`config.mk`:
```
export PLATFORM = sky130hd
export DESIGN_NAME = spi_byte_port
export DESIGN_NICKNAME = d
export VERILOG_FILES = /design/src/rtl/spi_byte_pkg.sv /design/src/rtl/spi_sync.sv /design/src/rtl/spi_clk_gen.sv /design/src/rtl/spi_shift_core.sv /design/src/rtl/spi_byte_port.sv
export SDC_FILE = /design/constraint.sdc
export NUM_CORES = 1
export LEC_CHECK = 0
export BUFFER_PORTS_ARGS = -buffer_cell sky130_fd_sc_hd__buf_4
export CORE_MARGIN = 8
export CORE_UTILIZATION = 45
export CTS_CLUSTER_DIAMETER = 80
export DETAILED_ROUTE_END_ITERATION = 8
export GPL_TIMING_DRIVEN = 0
export SLEW_MARGIN = 20
export SYNTH_ARGS = -nofsm -noshare
export SYNTH_HDL_FRONTEND = slang
export SYNTH_SLANG_ARGS = --single-unit
```
`constraint.sdc`:
```
create_clock -name clk -period 3.1 [get_ports clk]
set_clock_uncertainty 0.1 [all_clocks]
set_input_delay 0.31 -clock clk [delete_from_list [all_inputs] [get_ports clk]]
set_output_delay 0.31 -clock clk [all_outputs]
set_load 0.01 [all_outputs]
```
`src/rtl/spi_byte_pkg.sv`:
```
package spi_byte_pkg;
  localparam int REG_W = 8;
  localparam logic [1:0] A_CTRL = 2'd0;
  localparam logic [1:0] A_STAT = 2'd1;
  localparam logic [1:0] A_DATA = 2'd2;
  localparam logic [1:0] A_DIV  = 2'd3;
  localparam int TRIG_BIT = 4;
  typedef struct packed {
    logic sout_en;
    logic sel_en;
    logic master;
    logic en;
  } ctrl_t;
endpackage

```
`src/rtl/spi_sync.sv`:
```
module spi_sync #(
  parameter int   STAGES = 2,
  parameter logic INIT   = 1'b0
) (
  input  logic clk,
  input  logic rst_n,
  input  logic d,
  output logic q
);
  logic [STAGES-1:0] ff;
  always_ff @(posedge clk or negedge rst_n) begin
    if (!rst_n) ff <= {STAGES{INIT}};
    else        ff <= {ff[STAGES-2:0], d};
  end
  assign q = ff[STAGES-1];
endmodule

```
`src/rtl/spi_clk_gen.sv`:
```
module spi_clk_gen #(
  parameter int DIV_W = 8
) (
  input  logic             clk,
  input  logic             rst_n,
  input  logic             run,
  input  logic [DIV_W-1:0] half,
  output logic             sclk,
  output logic             rise_p,
  output logic             fall_p
);
  logic [DIV_W-1:0] tcnt;
  logic             tick;

  assign tick   = run && (tcnt == half);
  assign rise_p = tick & ~sclk;
  assign fall_p = tick & sclk;

  always_ff @(posedge clk or negedge rst_n) begin
    if (!rst_n) begin
      tcnt <= '0;
      sclk <= 1'b0;
    end else if (!run) begin
      tcnt <= '0;
      sclk <= 1'b0;
    end else if (tick) begin
      tcnt <= '0;
      sclk <= ~sclk;
    end else begin
      tcnt <= tcnt + DIV_W'(1);
    end
  end
endmodule

```
`src/rtl/spi_shift_core.sv`:
```
module spi_shift_core #(
  parameter int W = 8,
  localparam int CW = $clog2(W + 1)
) (
  input  logic          clk,
  input  logic          rst_n,
  input  logic          load,
  input  logic [W-1:0]  load_data,
  input  logic          arm,
  input  logic          restore,
  input  logic          clear,
  input  logic          sample,
  input  logic          drive,
  input  logic          sin,
  output logic [W-1:0]  shreg,
  output logic [CW-1:0] cnt,
  output logic          sout_bit
);
  logic [W-1:0] saved;

  always_ff @(posedge clk or negedge rst_n) begin
    if (!rst_n) begin
      shreg    <= '0;
      saved    <= '0;
      cnt      <= '0;
      sout_bit <= 1'b0;
    end else if (load) begin
      shreg    <= load_data;
      saved    <= load_data;
      sout_bit <= load_data[W-1];
      cnt      <= '0;
    end else if (arm) begin
      saved    <= shreg;
      sout_bit <= shreg[W-1];
      cnt      <= '0;
    end else if (restore) begin
      shreg    <= saved;
      sout_bit <= saved[W-1];
      cnt      <= '0;
    end else begin
      if (sample) shreg <= {shreg[W-2:0], sin};
      if (clear)       cnt <= '0;
      else if (sample) cnt <= cnt + CW'(1);
      if (drive) sout_bit <= shreg[W-1];
    end
  end
endmodule

```
`src/rtl/spi_byte_port.sv`:
```
module spi_byte_port
  import spi_byte_pkg::*;
#(
  parameter int DATA_W      = 8,
  parameter int DIV_W       = 8,
  parameter int SYNC_STAGES = 2
) (
  input  logic             clk,
  input  logic             rst_n,
  input  logic             reg_wr,
  input  logic [1:0]       reg_addr,
  input  logic [REG_W-1:0] reg_wdata,
  output logic [REG_W-1:0] reg_rdata,
  output logic             irq,
  input  logic             sclk_in,
  output logic             sclk_out,
  output logic             sclk_oe,
  input  logic             sin,
  output logic             sout,
  output logic             sout_oe,
  input  logic             sel_n,
  output logic             rdy_out
);
  localparam int CW = $clog2(DATA_W + 1);

  ctrl_t             ctrl;
  logic              busy, irq_q;
  logic [DIV_W-1:0]  div_q;
  logic              sclk_s, sclk_d, sel_s;
  logic              s_rise, s_fall, sel_ok;
  logic              g_sclk, g_rise, g_fall;
  logic              m_run, slave_go;
  logic              sample, drive, abort, done, arm, load, wr_ctrl;
  logic [DATA_W-1:0] shreg;
  logic [CW-1:0]     cnt;
  logic              sout_bit;

  spi_sync #(.STAGES(SYNC_STAGES), .INIT(1'b0)) u_sync_clk (
    .clk(clk), .rst_n(rst_n), .d(sclk_in), .q(sclk_s));
  spi_sync #(.STAGES(SYNC_STAGES), .INIT(1'b1)) u_sync_sel (
    .clk(clk), .rst_n(rst_n), .d(sel_n), .q(sel_s));

  always_ff @(posedge clk or negedge rst_n) begin
    if (!rst_n) sclk_d <= 1'b0;
    else        sclk_d <= sclk_s;
  end

  assign s_rise   = sclk_s & ~sclk_d;
  assign s_fall   = ~sclk_s & sclk_d;
  assign sel_ok   = ~ctrl.sel_en | ~sel_s;
  assign m_run    = ctrl.en & ctrl.master & busy;
  assign slave_go = ctrl.en & ~ctrl.master & busy & sel_ok;

  spi_clk_gen #(.DIV_W(DIV_W)) u_clk_gen (
    .clk(clk), .rst_n(rst_n), .run(m_run), .half(div_q),
    .sclk(g_sclk), .rise_p(g_rise), .fall_p(g_fall));

  assign sample = ctrl.master ? (m_run & g_rise) : (slave_go & s_rise);
  assign drive  = ctrl.master ? (m_run & g_fall) : (slave_go & s_fall);
  assign abort  = ctrl.en & ~ctrl.master & ctrl.sel_en & busy & sel_s & (cnt != '0);
  assign done   = ctrl.master ? (m_run & g_fall & (cnt == CW'(DATA_W)))
                              : (slave_go & s_rise & (cnt == CW'(DATA_W - 1)));

  assign wr_ctrl = reg_wr && (reg_addr == A_CTRL);
  assign arm     = wr_ctrl & reg_wdata[TRIG_BIT] & reg_wdata[0] & ~busy;
  assign load    = reg_wr && (reg_addr == A_DATA) && !busy;

  spi_shift_core #(.W(DATA_W)) u_core (
    .clk(clk), .rst_n(rst_n), .load(load), .load_data(reg_wdata[DATA_W-1:0]),
    .arm(arm), .restore(abort), .clear(done), .sample(sample), .drive(drive),
    .sin(sin), .shreg(shreg), .cnt(cnt), .sout_bit(sout_bit));

  always_ff @(posedge clk or negedge rst_n) begin
    if (!rst_n) begin
      ctrl  <= '0;
      busy  <= 1'b0;
      irq_q <= 1'b0;
      div_q <= '0;
    end else begin
      if (wr_ctrl) ctrl <= ctrl_t'(reg_wdata[3:0]);
      if (arm)                          busy <= 1'b1;
      else if (done)                    busy <= 1'b0;
      else if (wr_ctrl && !reg_wdata[0]) busy <= 1'b0;
      if (done) irq_q <= 1'b1;
      else if (reg_wr && reg_addr == A_STAT && reg_wdata[0]) irq_q <= 1'b0;
      if (reg_wr && reg_addr == A_DIV) div_q <= reg_wdata[DIV_W-1:0];
    end
  end

  always_comb begin
    unique case (reg_addr)
      A_CTRL:  reg_rdata = {3'b000, busy, ctrl};
      A_STAT:  reg_rdata = {7'b0, irq_q};
      A_DATA:  reg_rdata = REG_W'(shreg);
      default: reg_rdata = REG_W'(div_q);
    endcase
  end

  assign irq      = irq_q;
  assign sclk_oe  = ctrl.en & ctrl.master;
  assign sclk_out = sclk_oe & g_sclk;
  assign sout     = sout_bit;
  assign sout_oe  = ctrl.en & ctrl.sout_en;
  assign rdy_out  = ctrl.en & ~ctrl.master & ~ctrl.sel_en & busy & (cnt == '0);
endmodule

```
==> results of run 1 <==
-- cell type report --
type	count	area (µm²)	share of cell area [%]
Inverter	4	15.01	0.4973
Sequential cell	49	1229	40.70
Multi-Input combinational cell	191	1340	44.38
Buffer	7	27.53	0.9117
Clock buffer	8	80.08	2.652
Tap cell	72	90.09	2.984
Timing Repair Buffer	31	237.7	7.874
-- path summary, 6_finish.rpt --
check | startpoint | endpoint | cells past startpoint
min in group asynchronous | rst_n | u_clk_gen.tcnt[2] | 2
max | busy | u_core.shreg[5] | 6
min reg2reg | u_sync_clk.ff[0] | u_sync_clk.ff[1] | 0
min | sel_n | u_sync_sel.ff[0] | 1
max in group asynchronous | rst_n | div_q[6] | 2
max reg2reg | busy | u_core.shreg[5] | 6
-- worst max-delay path: cells and delay by family, from the launching register on --
kind	cells	cell delay, ns
compound gates	1	0.15
mux	1	0.31
simple gates	1	0.47
buf+inv	3	1.12
flops	1	0.37
-- through the flow --
stage / utilization, % / total power [mW]
floorplan: - / 1.173
CTS: 54.31 / 1.732
detailed placement: 52.69 / 1.361
global route: 54.49 / 1.819
finish: 54.49 / 1.711
global placement: 52.69 / 1.350
-- registers in the layout, indices dropped and copies added (netlist names) --
register and flops:
ctrl 4, u_sync_clk.ff 2, busy 1, u_clk_gen.sclk 1, div_q 8, u_core.sout_bit 1, irq 1, u_clk_gen.tcnt 8
u_core.saved 8, sclk_d 1, u_sync_sel.ff 2, u_core.cnt 4, u_core.shreg 8
-- logic make-up after synthesis --
group | count (synthesis) | share of synthesized area, %
buffers and inverters | 11 | 1.629
flip-flops | 49 | 47.05
adder cells (fa/ha/maj) | 3 | 1.438
AND/OR/NAND/NOR | 108 | 22.09
XOR/XNOR | 15 | 5.031
AO/OA/AOI/OAI | 28 | 6.901
multiplexers | 37 | 15.86
-- power breakdown --
group	internal [mW]	switching, mW	total (mW)
registers	0.769	0.123	0.893
logic	0.247	0.208	0.455
clock network	0.161	0.202	0.363
-- cell usage in the layout, fill, tap and decap left out, drive strengths merged, types with 3 or more instances in the layout --
cell type  netlist  routed
dfrtp           47      47
nor3             5       5
nand3           21      21
buf              2      31
and3             4       4
clkbuf           5      13
xor2            14      14
a21oi            6       6
nor2            15      15
nand2           32      32
mux2            25      25
o21ai           10      10
nor2b            4       4
ha               3       3
inv              4       4
nand4b           3       3
or4              4       4
a22o             4       4
and2             3       3
mux2i           11      11
-- routing by layer --
metal	wire length (µm)	part of all wire, %	global-route usage [%]	vias up
met2	2877	45	23.30	41
li1	-	-	-	976
met5	0	0	0	-
met4	104	1.6	5.235	0
met3	278	4.4	3.504	8
met1	3114	49	21.52	977
==> out/qor.yml, run 1 <==
outcome:
  status: "finished clean"
place:
  io_buffers: 29
  dp_cells: 352
  placed_cell_area_um2: 2919
  pre_cts_ws_ns: 0.4984
  globalplace.congestion: 0.8004
  post-dp-hpwl_um: 4642
detailed_routing:
  drt-wirelength-per-cell_um: 17.61
  drtIter0Drc: 126
  vias: 2002
  via_per_inst: 5.530
  ant_nets: 0
  totalWireLength_um: 6374
  drc_errors: 0
  dr.pass1.iters: 4
floorplanning:
  die_w_um: 92.18
  core_area_um2: 5540
  start_util_pct: 47.13
  die_h_um: 92.18
  die_area_um2: 8496
  placementRows: 27
  pin_count: 30
worst_setup_path:
  cp_cell_sequence: "clkbuf_1 -> nor4bb_1 -> clkbuf_1 -> clkbuf_1 -> o21ai_0 -> mux2_1"
  path_class: "reg2reg"
  slowest_delay_ns: 0.47
  ff2ff_setup_slack_ns: 0.45
  slowest_stage: "nor4bb_1"
  cp_common_cell: "clkbuf_1"
  critPathRequiredTime_ns: 3.18
  worstPathArrival_ns: 2.73
  setup.worst_path.end_class: "flop"
  crit_fanout: 10
  start_kind: "flop"
synth:
  synth_edf_count: 0
  synth_top_area_cell: "dfrtp_1"
  synth_area_leaders: "dfrtp_1 45%, mux2_2 9.9%, xor2_1 4.7%"
  synth_nets: 270
  yosysSeqAreaShare_pct: 47.05
  syn_area_um2: 2611
  async_flop_share_pct: 100.0
  ys.flop_type: "dfrtp_1"
  ys.warnings.count: 0
  ys_types: 47
  synthTopCellsByCount: "47 x dfrtp_1, 31 x nand2_1, 23 x mux2_2"
  synth_cells: 251
  synth_seq_cells: 49
  synth_most_common_cell: "dfrtp_1"
  avgSynthCellArea_um2: 10.40
  synth_top_area_share_pct: 45.04
global_routing:
  gr-total-overflow: 0
  grt_first_pass_wirelength_um: 10550
  track_usage_pct: 15.56
  grt_pass1_vias: 1991
  antenna_found_initial: 0
  grt_max_degree: 50
sta:
  maxSlewHeadroom_pct: 27.69
  setup_ws_ns: 0.4524
  max_freq_ghz: 0.3777
  setup_viol: 0
  period_share_pct: 85.41
  timing.final.max_slew_violations: 0
  tightest_slew_ns: 1.071
  rsz0062_at_grt: "false"
  hold_ws_ns: 0.01371
  min_period_ns: 2.648
  hold_viol_final: 0
  setup_tns_ns: 0
cts:
  clock_latency_ns: 0.30
  post_cts_buffers: 0
  cts.sinks: 49
  cts_max_path_buffers: 2
  clockRootBuffer: "clkbuf_8"
  numCtsBuffers: 5
  tritoncts: "done"
  htree_levels: 2
  clk_pin_slew_ns: 0.09
  cts_resized: 0
  ctsHoldBuffers: 1
final_layout:
  fin_cells: 362
  layout-drive-gt1-share_pct: 23.10
  diodes: 0
  fin_area_um2: 3019
  syn2layout_area_growth_pct: 15.62
  fill_cells: 526
  nNetsFinal: 308
power_and_ir_drop:
  p_leak_nw: 1.406
  p_per_area_nw_per_um2: 566.8
  vdd_ir_drop_max_mv: 0.3016
flow_run:
  max_cap_viol_count: 0
worst_hold_path:
  min_path_type: "in2reg"
No activity file was read; power rests on OpenSTA's default activity.
==> run 2, diff against run 1 <==
- CORE_ASPECT_RATIO: unset -> 1.5
==> run 2 against run 1 <==
  * First-iteration DRC count rose by 20%
  * Hold slack better by 0.13 ns
  * Sequential share of layout area decreased by 0.32 points
  * Total power rose by 1.1%
  * Largest cell class unchanged
==> out/qor.yml, run 2 (synthesis gave the netlist of run 1 again) <==
flow_run:
  max_cap_viol_count: 0  # unchanged
cts:
  cts_max_path_buffers: 2  # unchanged
  clk_pin_slew_ns: 0.09  # about the same
  numCtsBuffers: 5  # unchanged
  cts_resized: 0  # unchanged
  post_cts_buffers: 0  # unchanged
  clock_latency_ns: 0.30  # about the same
  htree_levels: 2  # unchanged
  tritoncts: "done"
  cts.sinks: 49  # unchanged
  clockRootBuffer: "clkbuf_8"
worst_setup_path:
  slowest_delay_ns: 0.53  # +0.06 ns
  setup.worst_path.end_class: "flop"
  timing.rr.start: "busy"
  cp_cell_sequence: "clkbuf_1 -> nor4bb_1 -> clkbuf_1 -> clkbuf_1 -> o21ai_0 -> mux2_1"
  worstPathArrival_ns: 2.76  # +0.03 ns
  crit_family: "buffers and inverters"
  start_kind: "flop"
  slowest_stage: "nor4bb_1"
  path_buf_inv: 3  # unchanged
  critPathRequiredTime_ns: 3.18  # about the same
  crit_path_start: "busy"
  crit_fanout: 10  # unchanged
  path_class: "reg2reg"
  cp_common_cell: "clkbuf_1"
floorplanning:
  core_area_um2: 5700  # +2.9%
  start_util_pct: 45.81  # -1.3 points
  die_w_um: 78.20  # -15%
  die_area_um2: 8546  # +0.59%
  placementRows: 34  # +26%
  die_h_um: 109.3  # +19%
  pin_count: 30  # unchanged
final_layout:
  fill_cells: 566  # +7.6%
  fin_area_um2: 3043  # +0.79%
  final-seq-area_um2: 1229  # unchanged
  final_common_cell: "dfrtp_1"
  nNetsFinal: 309  # +0.32%
  syn2layout_area_growth_pct: 16.53
  fin_cells: 363  # +0.28%
  diodes: 0  # unchanged
  multi_input_area_um2: 1348  # +0.56%
  layout-drive-gt1-share_pct: 24.40  # +1.3 points
  final_cell_mix: "47 x dfrtp_1, 31 x nand2_1, 29 x buf_4, 23 x mux2_2, 21 x nand3_1"
worst_hold_path:
  min_from: "reg_wdata[6]"
  min_path_type: "in2reg"
power_and_ir_drop:
  p_per_area_nw_per_um2: 568.6  # +0.32%
  p_leak_nw: 1.415  # +0.63%
  p_total_mw: 1.730  # +1.1%
  vdd_ir_drop_max_mv: 0.4123  # +37%
global_routing:
  track_usage_pct: 16.08  # +0.52 points
  grt_max_degree: 50  # unchanged
  grt_pass1_vias: 2118  # +6.4%
  antenna_found_initial: 0  # unchanged
  gr-total-overflow: 0  # unchanged
  grt_first_pass_wirelength_um: 10910  # +3.4%
sta:
  max_freq_ghz: 0.3732  # -1.2%
  tightest_slew_ns: 0.7068  # -0.3638 ns
  setup_tns_ns: 0  # unchanged
  period_share_pct: 86.44  # +1.0 points
  hold_viol_final: 0  # unchanged
  rsz0062_at_grt: "false"
  hold_ws_ns: 0.1460  # +0.1323 ns
  maxSlewHeadroom_pct: 52.45  # +25 points
  timing.final.max_slew_violations: 0  # unchanged
  min_period_ns: 2.680  # +0.03215 ns
  setup_viol: 0  # unchanged
place:
  globalplace.congestion: 0.8196  # +2.4%
  io_buffers: 29  # unchanged
  placed_cell_area_um2: 2919  # unchanged
  post-dp-hpwl_um: 4771  # +2.8%
  dp_cells: 352  # unchanged
detailed_routing:
  ant_nets: 0  # unchanged
  via_per_inst: 5.639  # +2.0%
  vias: 2047  # +2.2%
  drc_errors: 0  # unchanged
  dr.pass1.iters: 5  # +1
  totalWireLength_um: 6515  # +2.2%
  drtIter0Drc: 151  # +20%
  drt-wirelength-per-cell_um: 17.95  # +1.9%
outcome:
  status: "finished clean"
-- run 2: cell types whose count changed in the layout (fill, tap and decap cells not counted), sizes merged --
cell	delta
clkbuf	-3
clkinv	+2
clkinvlp	+1
dlygate4sd3	+1
-- run 2: stage by stage --
stage | setup WS (ns) | util, %
finish | 0.4202 | 53.38
global route | 0.2394 | 53.38
CTS | 0.4500 | 52.90
detailed placement | 0.4683 | 51.21
global placement | 0.4792 | 51.21
floorplan | 0.8127 | -
-- run 2: worst register-to-register path, delay by kind of cell (launching register included) --
family / cells / cell delay [ns]
muxes: 1 / 0.30
DFF: 1 / 0.37
buffers and inverters: 3 / 1.11
AOI/OAI and AO/OA: 1 / 0.15
and+or+nand+nor: 1 / 0.53
-- run 2: power by group --
part / leakage [nW] / switching [mW] / internal [mW]
registers: 0.608 / 0.124 / 0.769
clock network: 0.0439 / 0.217 / 0.156
logic: 0.763 / 0.215 / 0.249
total: 1.41 / 0.556 / 1.17
-- run 2: cell type report --
cell class / instances / area share [%]
inverter: 4 / 0.4934
clock inverter: 3 / 0.5757
sequential: 49 / 40.38
timing repair buffer: 32 / 8.141
multi-input combinational: 191 / 44.28
buffer: 7 / 0.9046
tap: 72 / 2.961
clock buffer: 5 / 2.262
-- run 2: repair_timing --
| item | 4_1_cts | 5_1_grt |
|---|---|---|
| hold endpoints to repair | 47 | 2 |
| endpoints found under the setup margin | 0 | 0 |
| hold buffers | 1 | 2 |
-- run 2: worst paths after layout --
kind	end	slack, ns	cells past startpoint
max	u_core.shreg[6]	0.42	6
min	u_core.saved[6]	0.15	3
max reg2reg	u_core.shreg[6]	0.42	6
min reg2reg	u_sync_clk.ff[1]	0.26	0
max in group asynchronous	div_q[1]	2.00	2
min in group asynchronous	sclk_d	0.46	2
-- run 2: layer usage --
layer / vias to the layer above / GRT usage (%) / share of wire (%)
met5: - / 0 / 0
met4: 0 / 4.787 / 1.8
met3: 10 / 3.028 / 3.5
met2: 47 / 27.93 / 51
met1: 1012 / 19.71 / 44
li1: 978 / - / -
